`src/rtl/sbc_pkg.sv`:
```
package sbc_pkg;

   localparam int OPC_W  = 5;
   localparam int SID_W  = 4;
   localparam int RA_W   = 16;
   localparam int BC_W   = 3;
   localparam int ST_W   = 4;
   localparam int OFS_W  = 5;

   // command word bit positions
   localparam int CMD_OPC_LSB  = 27;
   localparam int CMD_SID_LSB  = 20;
   localparam int CMD_ADDR_LSB = 4;
   localparam int CMD_BC_LSB   = 0;

   // register offsets
   localparam logic [OFS_W-1:0] OFS_CMD = 5'h00;
   localparam logic [OFS_W-1:0] OFS_CFG = 5'h04;
   localparam logic [OFS_W-1:0] OFS_STS = 5'h08;
   localparam logic [OFS_W-1:0] OFS_WD0 = 5'h10;
   localparam logic [OFS_W-1:0] OFS_WD1 = 5'h14;
   localparam logic [OFS_W-1:0] OFS_RD0 = 5'h18;
   localparam logic [OFS_W-1:0] OFS_RD1 = 5'h1C;

   // status bit indexes
   localparam int ST_DONE = 0;
   localparam int ST_FAIL = 1;
   localparam int ST_DENY = 2;
   localparam int ST_DROP = 3;

   typedef enum logic [OPC_W-1:0] {
      OP_XWR_LONG = 5'd0,
      OP_XRD_LONG = 5'd1,
      OP_XWR      = 5'd2,
      OP_RST      = 5'd3,
      OP_SLP      = 5'd4,
      OP_SHDN     = 5'd5,
      OP_WAKE     = 5'd6,
      OP_XRD      = 5'd13,
      OP_WR       = 5'd14,
      OP_RD       = 5'd15,
      OP_ZWR      = 5'd16
   } sbc_op_e;

   typedef struct packed {
      logic [OPC_W-1:0] opc;
      logic [SID_W-1:0] sid;
      logic [RA_W-1:0]  addr;
      logic [BC_W-1:0]  bc;
   } sbc_cmd_t;

   function automatic logic op_returns_data(input logic [OPC_W-1:0] o);
      return (o == OP_XRD_LONG) || (o == OP_XRD) || (o == OP_RD);
   endfunction

endpackage

```
`src/rtl/sbc_cmd_unpack.sv`:
```
module sbc_cmd_unpack
   import sbc_pkg::*;
#(
   parameter int WORD_W = 32
) (
   input  logic [WORD_W-1:0] word,
   output sbc_cmd_t          cmd
);
   if (WORD_W < CMD_OPC_LSB + OPC_W) begin : g_bad_width
      $error("command word too narrow for opcode field");
   end

   assign cmd.opc  = word[CMD_OPC_LSB  +: OPC_W];
   assign cmd.sid  = word[CMD_SID_LSB  +: SID_W];
   assign cmd.addr = word[CMD_ADDR_LSB +: RA_W];
   assign cmd.bc   = word[CMD_BC_LSB   +: BC_W];
endmodule

```
`src/rtl/sbc_byte_mask.sv`:
```
module sbc_byte_mask #(
   parameter int NBYTES = 8,
   localparam int CNT_W = (NBYTES > 1) ? $clog2(NBYTES) : 1
) (
   input  logic [8*NBYTES-1:0] din,
   input  logic [CNT_W-1:0]    last_idx,
   output logic [8*NBYTES-1:0] dout
);
   for (genvar i = 0; i < NBYTES; i++) begin : g_lane
      assign dout[8*i +: 8] = (CNT_W'(i) <= last_idx) ? din[8*i +: 8] : 8'h00;
   end
endmodule

```
`src/rtl/sbc_launch_ctl.sv`:
```
module sbc_launch_ctl
   import sbc_pkg::*;
#(
   parameter int WD_W        = 64,
   parameter int EE_W        = 3,
   parameter int PPID_W      = 12,
   parameter bit OWNER_CHECK = 1'b1
) (
   input  logic              clk,
   input  logic              rst_n,
   input  logic              cmd_wr,
   input  sbc_cmd_t          cmd_in,
   input  logic [WD_W-1:0]   wdata_in,
   input  logic [EE_W-1:0]   ee,
   output logic [PPID_W-1:0] own_ppid,
   input  logic [EE_W-1:0]   own_id,
   output logic              req_valid,
   input  logic              req_ready,
   output sbc_cmd_t          req_cmd,
   output logic [WD_W-1:0]   req_wdata,
   input  logic              resp_valid,
   input  logic              resp_err,
   output logic [ST_W-1:0]   status,
   output logic              rd_load
);
   localparam int PER_W = PPID_W - SID_W;

   if (PER_W < 1 || PER_W > RA_W) begin : g_bad_ppid
      $error("peripheral id width must cover slave id plus part of the address");
   end

   typedef enum logic [1:0] {ST_IDLE, ST_CHECK, ST_REQ, ST_WAIT} state_e;

   state_e            state_q;
   sbc_cmd_t          cmd_q;
   logic [WD_W-1:0]   wd_q;
   logic [ST_W-1:0]   status_q;
   logic              drop_q;
   logic              owner_bad;
   logic              busy_hit;
   logic              drop_now;

   assign own_ppid = {cmd_q.sid, cmd_q.addr[RA_W-1 -: PER_W]};

   if (OWNER_CHECK) begin : g_owner
      assign owner_bad = (own_id != ee);
   end else begin : g_no_owner
      assign owner_bad = 1'b0;
   end

   assign busy_hit = cmd_wr && (state_q != ST_IDLE);
   assign drop_now = drop_q || busy_hit;

   always_ff @(posedge clk or negedge rst_n) begin
      if (!rst_n) begin
         state_q  <= ST_IDLE;
         cmd_q    <= '0;
         wd_q     <= '0;
         status_q <= '0;
         drop_q   <= 1'b0;
      end else begin
         if (busy_hit) drop_q <= 1'b1;
         unique case (state_q)
            ST_IDLE: begin
               if (cmd_wr) begin
                  cmd_q    <= cmd_in;
                  wd_q     <= wdata_in;
                  status_q <= '0;
                  drop_q   <= 1'b0;
                  state_q  <= ST_CHECK;
               end
            end
            ST_CHECK: begin
               if (owner_bad) begin
                  status_q          <= '0;
                  status_q[ST_DONE] <= 1'b1;
                  status_q[ST_DENY] <= 1'b1;
                  status_q[ST_DROP] <= drop_now;
                  state_q           <= ST_IDLE;
               end else begin
                  state_q <= ST_REQ;
               end
            end
            ST_REQ: begin
               if (req_ready) state_q <= ST_WAIT;
            end
            ST_WAIT: begin
               if (resp_valid) begin
                  status_q          <= '0;
                  status_q[ST_DONE] <= 1'b1;
                  status_q[ST_FAIL] <= resp_err;
                  status_q[ST_DROP] <= drop_now;
                  state_q           <= ST_IDLE;
               end
            end
            default: state_q <= ST_IDLE;
         endcase
      end
   end

   assign req_valid = (state_q == ST_REQ);
   assign req_cmd   = cmd_q;
   assign req_wdata = wd_q;
   assign status    = status_q;
   assign rd_load   = (state_q == ST_WAIT) && resp_valid && op_returns_data(cmd_q.opc);

   // request held while not accepted
   a_r9_req_hold: assert property (@(posedge clk) disable iff (!rst_n)
      (req_valid && !req_ready) |=> (req_valid && $stable(req_cmd) && $stable(req_wdata)));

   // command into idle channel zeroes status
   a_r3_status_clear: assert property (@(posedge clk) disable iff (!rst_n)
      (cmd_wr && state_q == ST_IDLE) |=> (status == '0));

   // done only rises from a response or from the ownership check
   a_r4_done_source: assert property (@(posedge clk) disable iff (!rst_n)
      $rose(status[ST_DONE]) |-> ($past(resp_valid) || $past(state_q == ST_CHECK)));

   // denied access raises no request and reports done+denied
   a_r5_deny: assert property (@(posedge clk) disable iff (!rst_n)
      (state_q == ST_CHECK && owner_bad) |=> (!req_valid && status[ST_DONE] && status[ST_DENY]));

   // a busy command leaves the captured command untouched
   a_r6_busy_ignore: assert property (@(posedge clk) disable iff (!rst_n)
      busy_hit |=> $stable(cmd_q));

   // completion coinciding with a busy write reports dropped
   a_r6_drop_report: assert property (@(posedge clk) disable iff (!rst_n)
      (state_q == ST_WAIT && resp_valid && cmd_wr) |=> status[ST_DROP]);
endmodule

```
`src/rtl/sbc_cmd_chan.sv`:
```
module sbc_cmd_chan
   import sbc_pkg::*;
#(
   parameter int HOST_W      = 32,
   parameter int EE_W        = 3,
   parameter int PPID_W      = 12,
   parameter bit OWNER_CHECK = 1'b1
) (
   input  logic              clk,
   input  logic              rst_n,
   input  logic              host_wr,
   input  logic [4:0]        host_addr,
   input  logic [31:0]       host_wdata,
   output logic [31:0]       host_rdata,
   output logic [11:0]       own_ppid,
   input  logic [2:0]        own_id,
   output logic              req_valid,
   input  logic              req_ready,
   output logic [4:0]        req_opcode,
   output logic [3:0]        req_sid,
   output logic [15:0]       req_addr,
   output logic [2:0]        req_bc,
   output logic [63:0]       req_wdata,
   input  logic              resp_valid,
   input  logic              resp_err,
   input  logic [63:0]       resp_rdata
);
   localparam int NBYTES = 2 * (HOST_W / 8);
   localparam int DW     = 8 * NBYTES;

   if (HOST_W != 32) begin : g_bad_host
      $error("host word must be 32 bits to hold the command layout");
   end
   if (NBYTES != (1 << BC_W)) begin : g_bad_bytes
      $error("byte count field must span both data registers");
   end
   if (EE_W != 3 || PPID_W != 12) begin : g_bad_ids
      $error("port widths fix the environment and peripheral id sizes");
   end

   logic [HOST_W-1:0] wd0_q, wd1_q, rd0_q, rd1_q;
   logic [EE_W-1:0]   cfg_ee_q;
   logic              cmd_wr;
   sbc_cmd_t          cmd_word;
   sbc_cmd_t          req_cmd;
   logic [ST_W-1:0]   status;
   logic              rd_load;
   logic [DW-1:0]     rd_masked;

   assign cmd_wr = host_wr && (host_addr == OFS_CMD);

   sbc_cmd_unpack #(.WORD_W(HOST_W)) u_unpack (
      .word (host_wdata),
      .cmd  (cmd_word)
   );

   sbc_launch_ctl #(
      .WD_W        (DW),
      .EE_W        (EE_W),
      .PPID_W      (PPID_W),
      .OWNER_CHECK (OWNER_CHECK)
   ) u_ctl (
      .clk        (clk),
      .rst_n      (rst_n),
      .cmd_wr     (cmd_wr),
      .cmd_in     (cmd_word),
      .wdata_in   ({wd1_q, wd0_q}),
      .ee         (cfg_ee_q),
      .own_ppid   (own_ppid),
      .own_id     (own_id),
      .req_valid  (req_valid),
      .req_ready  (req_ready),
      .req_cmd    (req_cmd),
      .req_wdata  (req_wdata),
      .resp_valid (resp_valid),
      .resp_err   (resp_err),
      .status     (status),
      .rd_load    (rd_load)
   );

   sbc_byte_mask #(.NBYTES(NBYTES)) u_mask (
      .din      (resp_rdata),
      .last_idx (req_cmd.bc),
      .dout     (rd_masked)
   );

   assign req_opcode = req_cmd.opc;
   assign req_sid    = req_cmd.sid;
   assign req_addr   = req_cmd.addr;
   assign req_bc     = req_cmd.bc;

   always_ff @(posedge clk or negedge rst_n) begin
      if (!rst_n) begin
         wd0_q    <= '0;
         wd1_q    <= '0;
         cfg_ee_q <= '0;
      end else if (host_wr) begin
         if (host_addr == OFS_WD0) wd0_q    <= host_wdata;
         if (host_addr == OFS_WD1) wd1_q    <= host_wdata;
         if (host_addr == OFS_CFG) cfg_ee_q <= host_wdata[EE_W-1:0];
      end
   end

   always_ff @(posedge clk or negedge rst_n) begin
      if (!rst_n) begin
         rd0_q <= '0;
         rd1_q <= '0;
      end else if (rd_load) begin
         rd0_q <= rd_masked[0      +: HOST_W];
         rd1_q <= rd_masked[HOST_W +: HOST_W];
      end
   end

   always_comb begin
      host_rdata = '0;
      unique case (host_addr)
         OFS_CFG: host_rdata = HOST_W'(cfg_ee_q);
         OFS_STS: host_rdata = HOST_W'(status);
         OFS_WD0: host_rdata = wd0_q;
         OFS_WD1: host_rdata = wd1_q;
         OFS_RD0: host_rdata = rd0_q;
         OFS_RD1: host_rdata = rd1_q;
         default: host_rdata = '0;
      endcase
   end

   // read-data registers change only on a data-returning completion
   a_r10_rd_hold: assert property (@(posedge clk) disable iff (!rst_n)
      !rd_load |=> ($stable(rd0_q) && $stable(rd1_q)));
endmodule

```
`config.mk`:
```
export PLATFORM = sky130hd
export DESIGN_NAME = sbc_cmd_chan
export DESIGN_NICKNAME = d
export VERILOG_FILES = /design/src/rtl/sbc_pkg.sv /design/src/rtl/sbc_cmd_unpack.sv /design/src/rtl/sbc_byte_mask.sv /design/src/rtl/sbc_launch_ctl.sv /design/src/rtl/sbc_cmd_chan.sv
export SDC_FILE = /design/constraint.sdc
export NUM_CORES = 1
export LEC_CHECK = 0
export ABC_AREA = 1
export BUFFER_PORTS_ARGS = -buffer_cell sky130_fd_sc_hd__buf_2
export CORE_UTILIZATION = 56
export CTS_BUF_LIST = sky130_fd_sc_hd__clkbuf_2 sky130_fd_sc_hd__clkbuf_4 sky130_fd_sc_hd__clkbuf_8
export CTS_CLUSTER_SIZE = 20
export DETAILED_ROUTE_END_ITERATION = 16
export GPL_ROUTABILITY_DRIVEN = 0
export GPL_TIMING_DRIVEN = 0
export PLACE_DENSITY = 0.82
export SYNTH_ARGS = -nofsm -noshare
export SYNTH_HDL_FRONTEND = slang
export SYNTH_HIERARCHICAL = 1
export SYNTH_SLANG_ARGS = --single-unit
```
`constraint.sdc`:
```
create_clock -name clk -period 2.3 [get_ports clk]
set_clock_uncertainty 0.15 [all_clocks]
set_input_delay 0.345 -clock clk [delete_from_list [all_inputs] [get_ports clk]]
set_output_delay 0.345 -clock clk [all_outputs]
set_load 0.1 [all_outputs]
```
==> results of run 1 <==
power groups by stage:
| stage | registers [mW] | clock network (mW) | logic [mW] |
|---|---|---|---|
| after CTS | 5.13 | 3.85 | 4.73 |
| after detailed placement | 5.18 | 0 | 4.64 |
| after global routing | 5.19 | 4.06 | 5.01 |
| after floorplan | 7.09 | 0 | 1.70 |
| final | 5.15 | 3.84 | 4.77 |
| after global placement | 5.17 | 0 | 4.55 |
timing repair:
item / CTS / global route
gates resized for setup: 40 / 48
hold buffers: 50 / 0
endpoints found under the setup margin: 90 / 91
endpoints found under the hold margin: 227 / 0
metal layers:
layer,track usage,up-vias,wire (µm)
li1,-,4642,-
met1,0.440,4994,13000
met2,0.569,601,16300
met3,0.0642,99,2970
met4,0.137,2,1420
met5,0,-,11
layout by cell type, fill, tap and decap left out, drive strengths merged:
cell         netlist  layout
nand2            421     421
diode              0       2
dfrtp            230     230
nor2              51      51
a21oi              9       9
buf               79     313
inv              103     104
and2               1       1
dlygate4sd3        0      50
o21ai             73      73
nand4            103     103
a21boi            16      16
mux2              63      63
nor3               2       2
ha                 5       5
nand3             41      41
bufinv             0       1
clkbuf            42     105
clkinvlp           0       1
clkinv             0       3
how the worst min path moves through the flow:
stage | endpoint | slack, ps | cells past startpoint
floorplan | cfg_ee_q[0] | -100 | 0
global placement | u_ctl/req_wdata[28] | 310 | 2
detailed placement | u_ctl/req_wdata[41] | 310 | 2
CTS | u_ctl/state_q[0] | 0.2 | 5
global route | rd0_q[20] | 10 | 4
finish | rd1_q[2] | 20 | 4
synth_stat cells (14+ instances only):
cell type / number / share of area
buf_4: 45 / 0.031
dfrtp_1: 230 / 0.53
clkbuf_1: 42 / 0.015
nand4_1: 102 / 0.059
nand2_1: 419 / 0.15
a21boi_0: 14 / 0.0097
nand3_1: 40 / 0.019
inv_1: 99 / 0.034
nor2_1: 43 / 0.015
mux2_2: 63 / 0.066
o21ai_1: 65 / 0.030
buf_2: 29 / 0.013
registers in the layout, indices dropped and copies added (netlist names), named ones only:
signal           flops
u_ctl/req_cmd       16
rd1_q               32
wd1_q               32
rd0_q               32
u_ctl/state_q        1
u_ctl/req_wdata     64
u_ctl/status         4
cfg_ee_q             3
u_ctl/own_ppid      12
wd0_q               32
stage by stage:
step / setup TNS, ps / total power [mW] / util / instance area [µm²]
floorplan: -185 / 8.79 / - / 10800
global placement: -732170 / 9.72 / 0.656 / 12300
detailed placement: -8760 / 9.83 / 0.658 / 12400
CTS: 0 / 13.7 / 0.733 / 13800
global route: -25.5 / 14.3 / 0.738 / 13900
finish: 0 / 13.8 / 0.738 / 13900
area by class of cell:
type	instances	area, µm²
Multi-Input combinational cell	785	4000
Tap cell	260	325
Timing Repair Buffer	287	1870
Clock inverter	6	65.1
Antenna cell	2	5.00
Inverter	103	392
Buffer	121	736
Sequential cell	230	5760
Clock buffer	60	751
Fill cell	1348	4930
critical path, stage by stage:
cell and delay (ps):
buf_2 130, nor2_4 180, buf_2 240, clkbuf_2 280, nand4_1 160, nand4_1 110, buf_4 290
logic make-up (layout without fill, tap and decap cells):
| group | Yosys count | after routing | share of synthesized area |
|---|---|---|---|
| other | 0 | 2 | 0 |
| buffers and inverters | 224 | 577 | 0.0988 |
| flip-flops | 230 | 230 | 0.532 |
| AND/OR/NAND/NOR | 619 | 619 | 0.248 |
| multiplexers | 63 | 63 | 0.0656 |
| AO/OA/AOI/OAI | 98 | 98 | 0.0491 |
| adder cells (fa/ha/maj) | 5 | 5 | 0.00579 |
==> results.yml, run 1 <==
status:
  run_status: "finished clean"
layout:
  syn2layout_area_growth_pct: 28.6
  final_cells: 1854
  fin_nets: 1682
  drive_gt1_frac: 0.302
critical_path:
  endpoint: "host_rdata[26]"
  worstPathRequired_ps: 1800
  r2r_slack_ps: 130
  crit_start: "host_addr[1]"
  arrival_ps: 1750
  endpoint_kind: "output port"
  cp-start-kind: "input pin"
  r2r_end: "rd0_q[22]"
  critical_path_peak_fanout: 10
  criticalPathCategory: "input pin to output port"
  r2r_cells: 6
sta:
  maxSlewViolCount: 0
  maxSlewHeadroom: 0.378
  setup_slack_ps: 57.5
  fin_crit_sh: 0.975
  fmax_ghz: 0.446
  holdWs_ps: 15.0
  hold_viol_final: 0
  tightestPinTransition_ps: 933
  min_period_ps: 2240
  finalSetupViolations: 0
place:
  post-place-ws_ps: -252
  placedCellCount: 1736
  io_buffers: 236
  dpl.hpwl_um: 23900
pwr:
  p_int_mw: 7.74
  netSwitchingPower_mw: 6.02
  clock_power_share: 0.279
  power_frac_comb: 0.346
  swShare: 0.437
  pwr-share-seq: 0.375
  ir_drop_v: 0.000968
  p_leak_nw: 7.82
  powerDensity_nw_per_um2: 989
floorplan:
  die_x_um: 141
  die_height_um: 141
  std_cell_rows: 50
  core_area_um2: 18800
  io_pins: 247
  die-area_um2: 19900
  start_util: 0.574
clock_network:
  cts.htree.levels: 2
  cts_setup_buffers: 0
  cts_inserted_buffers: 39
  clock_sinks: 230
  path_clk_slew_ps: 50
  cts_tree: "done"
  clk_path_buf_depth: 3
  worstSkewPairLatency_ps: 540
  root_buffer: "clkbuf_8"
logic_synthesis:
  syn_inst: 1239
  ys_seq_elements: 230
  yosysWarnings: 6
  synth-edff-count: 0
  async_flop_share: 1.00
  ys_seq_area_frac: 0.532
  syn_area_um2: 10800
  synth.distinct_cells: 26
  synth_area_per_cell_um2: 8.73
  syn_nets: 1354
  synth_ff_type: "dfrtp_1"
detailed_routing:
  routed-via-count: 10338
  drt-initial-drc-count: 934
  antenna_left: 0
  via_per_inst: 5.58
  drc_errors: 0
  wl_per_cell_um: 18.2
  dr.pass1.iters: 6
  finalWirelength_um: 33700
grt:
  grt_pass1_wl_um: 51500
  grt_antenna_before_repair: 2
  grt_pass1_vias: 9897
  grt_max_degree: 120
  grt_overflow: 0
  grtUsageTotal: 0.341
min_path:
  min_path_type: "input pin to flip-flop"
  worstHoldStart: "resp_rdata[34]"
job:
  maxCapViolCount: 0
(Power assumes the default switching activity.)
==> run 2, diff against run 1 <==
--- a/constraint.sdc
+++ b/constraint.sdc
@@ -3,3 +3,3 @@
 set_input_delay 0.345 -clock clk [delete_from_list [all_inputs] [get_ports clk]]
 set_output_delay 0.345 -clock clk [all_outputs]
-set_load 0.1 [all_outputs]
+set_load 0.05 [all_outputs]
==> run 2 against run 1 <==
Net effect:
- utilization decreased by 0.23 points
- highest routed layer is now met4
- final cell count about the same
- routed wire length increased by 2.1%
- non-clock buffer count increased by 1
- critical endpoint is now rd1_q[16]
- flip-flop and latch count unchanged
- worst setup slack got worse by 28 ps
- count of clock-buffer cells in the layout decreased by 1
- design area decreased by 0.32%
==> results.yml, run 2 (synthesized netlist as in run 1, its figures left out) <==
place:
  post-place-ws_ps: -362
  dpl.hpwl_um: 24400
  placedCellCount: 1737
  io_buffers: 236
critical_path:
  r2r_cells: 6
  crit_cells: 6
  cp-start-kind: "flip-flop"
  criticalPathCategory: "flip-flop to flip-flop"
  endpoint_kind: "flip-flop"
  rr_startpoint: "u_ctl/state_q[0]"
  endpoint: "rd1_q[16]"
  arrival_ps: 2550
  critPathTopFamily: "buffers and inverters"
  r2r_end: "rd1_q[16]"
  slowest_stage: "dfrtp_1"
  cpPeakStageDelay_ps: 420
  critical_path_peak_fanout: 10
  worstPathRequired_ps: 2580
  r2r_slack_ps: 30
  crit_start: "u_ctl/state_q[0]"
  crit_chain: "ha_2 > nand4_1 > nor3_4 > buf_4 > clkbuf_4 > mux2_2"
  worst-path-buf-inv: 2
clock_network:
  clk_path_buf_depth: 3
  cts_tree: "done"
  cts.htree.levels: 2
  path_clk_slew_ps: 60
  cts_inserted_buffers: 38
  root_buffer: "clkbuf_8"
  clock_sinks: 230
  worstSkewPairLatency_ps: 550
layout:
  final_cell_mix: "nand2_1 (419), buf_2 (236), dfrtp_1 (230)"
  register_area_um2: 5760
  num_antenna_cells: 0
  drive_gt1_frac: 0.303
  fin_nets: 1682
  multi_input_area_um2: 4010
  final_common_cell: "nand2_1"
  syn2layout_area_growth_pct: 28.2
  n_fill_cell: 1355
  final_cells: 1855
  largest_reg_flops: 64
grt:
  grt_pass1_vias: 10318
  grt_max_degree: 97
  grt_antenna_before_repair: 0
  grt_overflow: 0
  grt_pass1_wl_um: 53400
  grtUsageTotal: 0.354
floorplan:
  std_cell_rows: 50
  die_height_um: 141
  start_util: 0.574
  core_area_um2: 18800
  die-area_um2: 19900
  io_pins: 247
  die_x_um: 141
detailed_routing:
  drt-initial-drc-count: 1068
  via_per_inst: 5.55
  dr.pass1.iters: 7
  routed-via-count: 10293
  wl_per_cell_um: 18.5
  antenna_left: 0
  finalWirelength_um: 34400
  drc_errors: 0
sta:
  tightestPinTransition_ps: 855
  min_period_ps: 2270
  hold_viol_final: 0
  maxSlewViolCount: 0
  fmax_ghz: 0.441
  setup_slack_ps: 30.0
  finalSetupViolations: 0
  fin_crit_sh: 0.987
  tns_ps: 0
  maxSlewHeadroom: 0.430
min_path:
  min_path_type: "input pin to flip-flop"
pwr:
  powerDensity_nw_per_um2: 903
  ir_drop_v: 0.000622
  p_leak_nw: 7.83
status:
  run_status: "finished clean"
job:
  maxCapViolCount: 0
[run 2: changes by cell type in the layout (fill, tap and decap cells not counted), moves of 2 or more]
cell,change
inv_6,-2
clkbuf_2,-3
buf_6,-20
clkinv_2,+3
diode_2,-2
dfrtp_1,+2
buf_4,-2
dfrtp_2,-2
clkbuf_4,+13
buf_2,+10
[run 2: final cells by class]
| class | instances | area share |
|---|---|---|
| clock buffers | 59 | 0.0541 |
| clock inverters | 9 | 0.00749 |
| multi-input cells | 785 | 0.289 |
| inverters | 103 | 0.0279 |
| repair buffers | 288 | 0.129 |
| plain buffers | 121 | 0.0534 |
| well taps | 260 | 0.0235 |
| flip-flops and latches | 230 | 0.415 |
[run 2: worst min-delay path by stage]
stage | from | endpoint | cells past startpoint
5_1_grt | resp_rdata[54] | rd1_q[22] | 4
2_1_floorplan | rst_n | cfg_ee_q[0] | 0
6_report | resp_rdata[59] | rd1_q[27] | 4
3_5_place_dp | rst_n | rd0_q[27] | 1
3_3_place_gp | u_ctl/req_wdata[24] | u_ctl/req_wdata[24] | 2
4_1_cts | resp_rdata[54] | rd1_q[22] | 4
[run 2: metrics by stage]
stage	area (µm²)	power, mW	hold slack (ps)	utilization
finish	13900	12.5	12.2	0.736
global route	13900	13.0	26.4	0.736
CTS	13800	12.5	3.75	0.732
detailed placement	12400	8.42	105	0.658
global placement	12300	8.31	308	0.654
floorplan	10800	7.40	-101	-
[run 2: repair_timing]
action / 4_1_cts / 5_1_grt
endpoints found under the setup margin: 92 / 77
setup buffers: 0 / 1
endpoints found under the hold margin: 242 / 0
pin swaps: 0 / 1
resized for setup: 26 / 44
hold buffers: 49 / 0
[run 2: power breakdown]
| group | switching, mW | total [mW] | internal [mW] |
|---|---|---|---|
| sequential | 0.535 | 5.14 | 4.61 |
| clock | 1.67 | 3.98 | 2.31 |
| combinational | 2.44 | 3.38 | 0.941 |
[run 2: per-layer routing]
| layer | GRT usage | share of wire | vias to the layer above |
|---|---|---|---|
| li1 | - | - | 4626 |
| met1 | 0.439 | 0.38 | 4945 |
| met2 | 0.580 | 0.47 | 576 |
| met3 | 0.0764 | 0.090 | 146 |
| met4 | 0.201 | 0.059 | 0 |
| met5 | 0 | 0 | - |
[run 2: tightest hold or removal path, cell delays in order]
cell	delay, ps
buf_2	70
inv_1	30
nor2_1	80
mux2_2	140
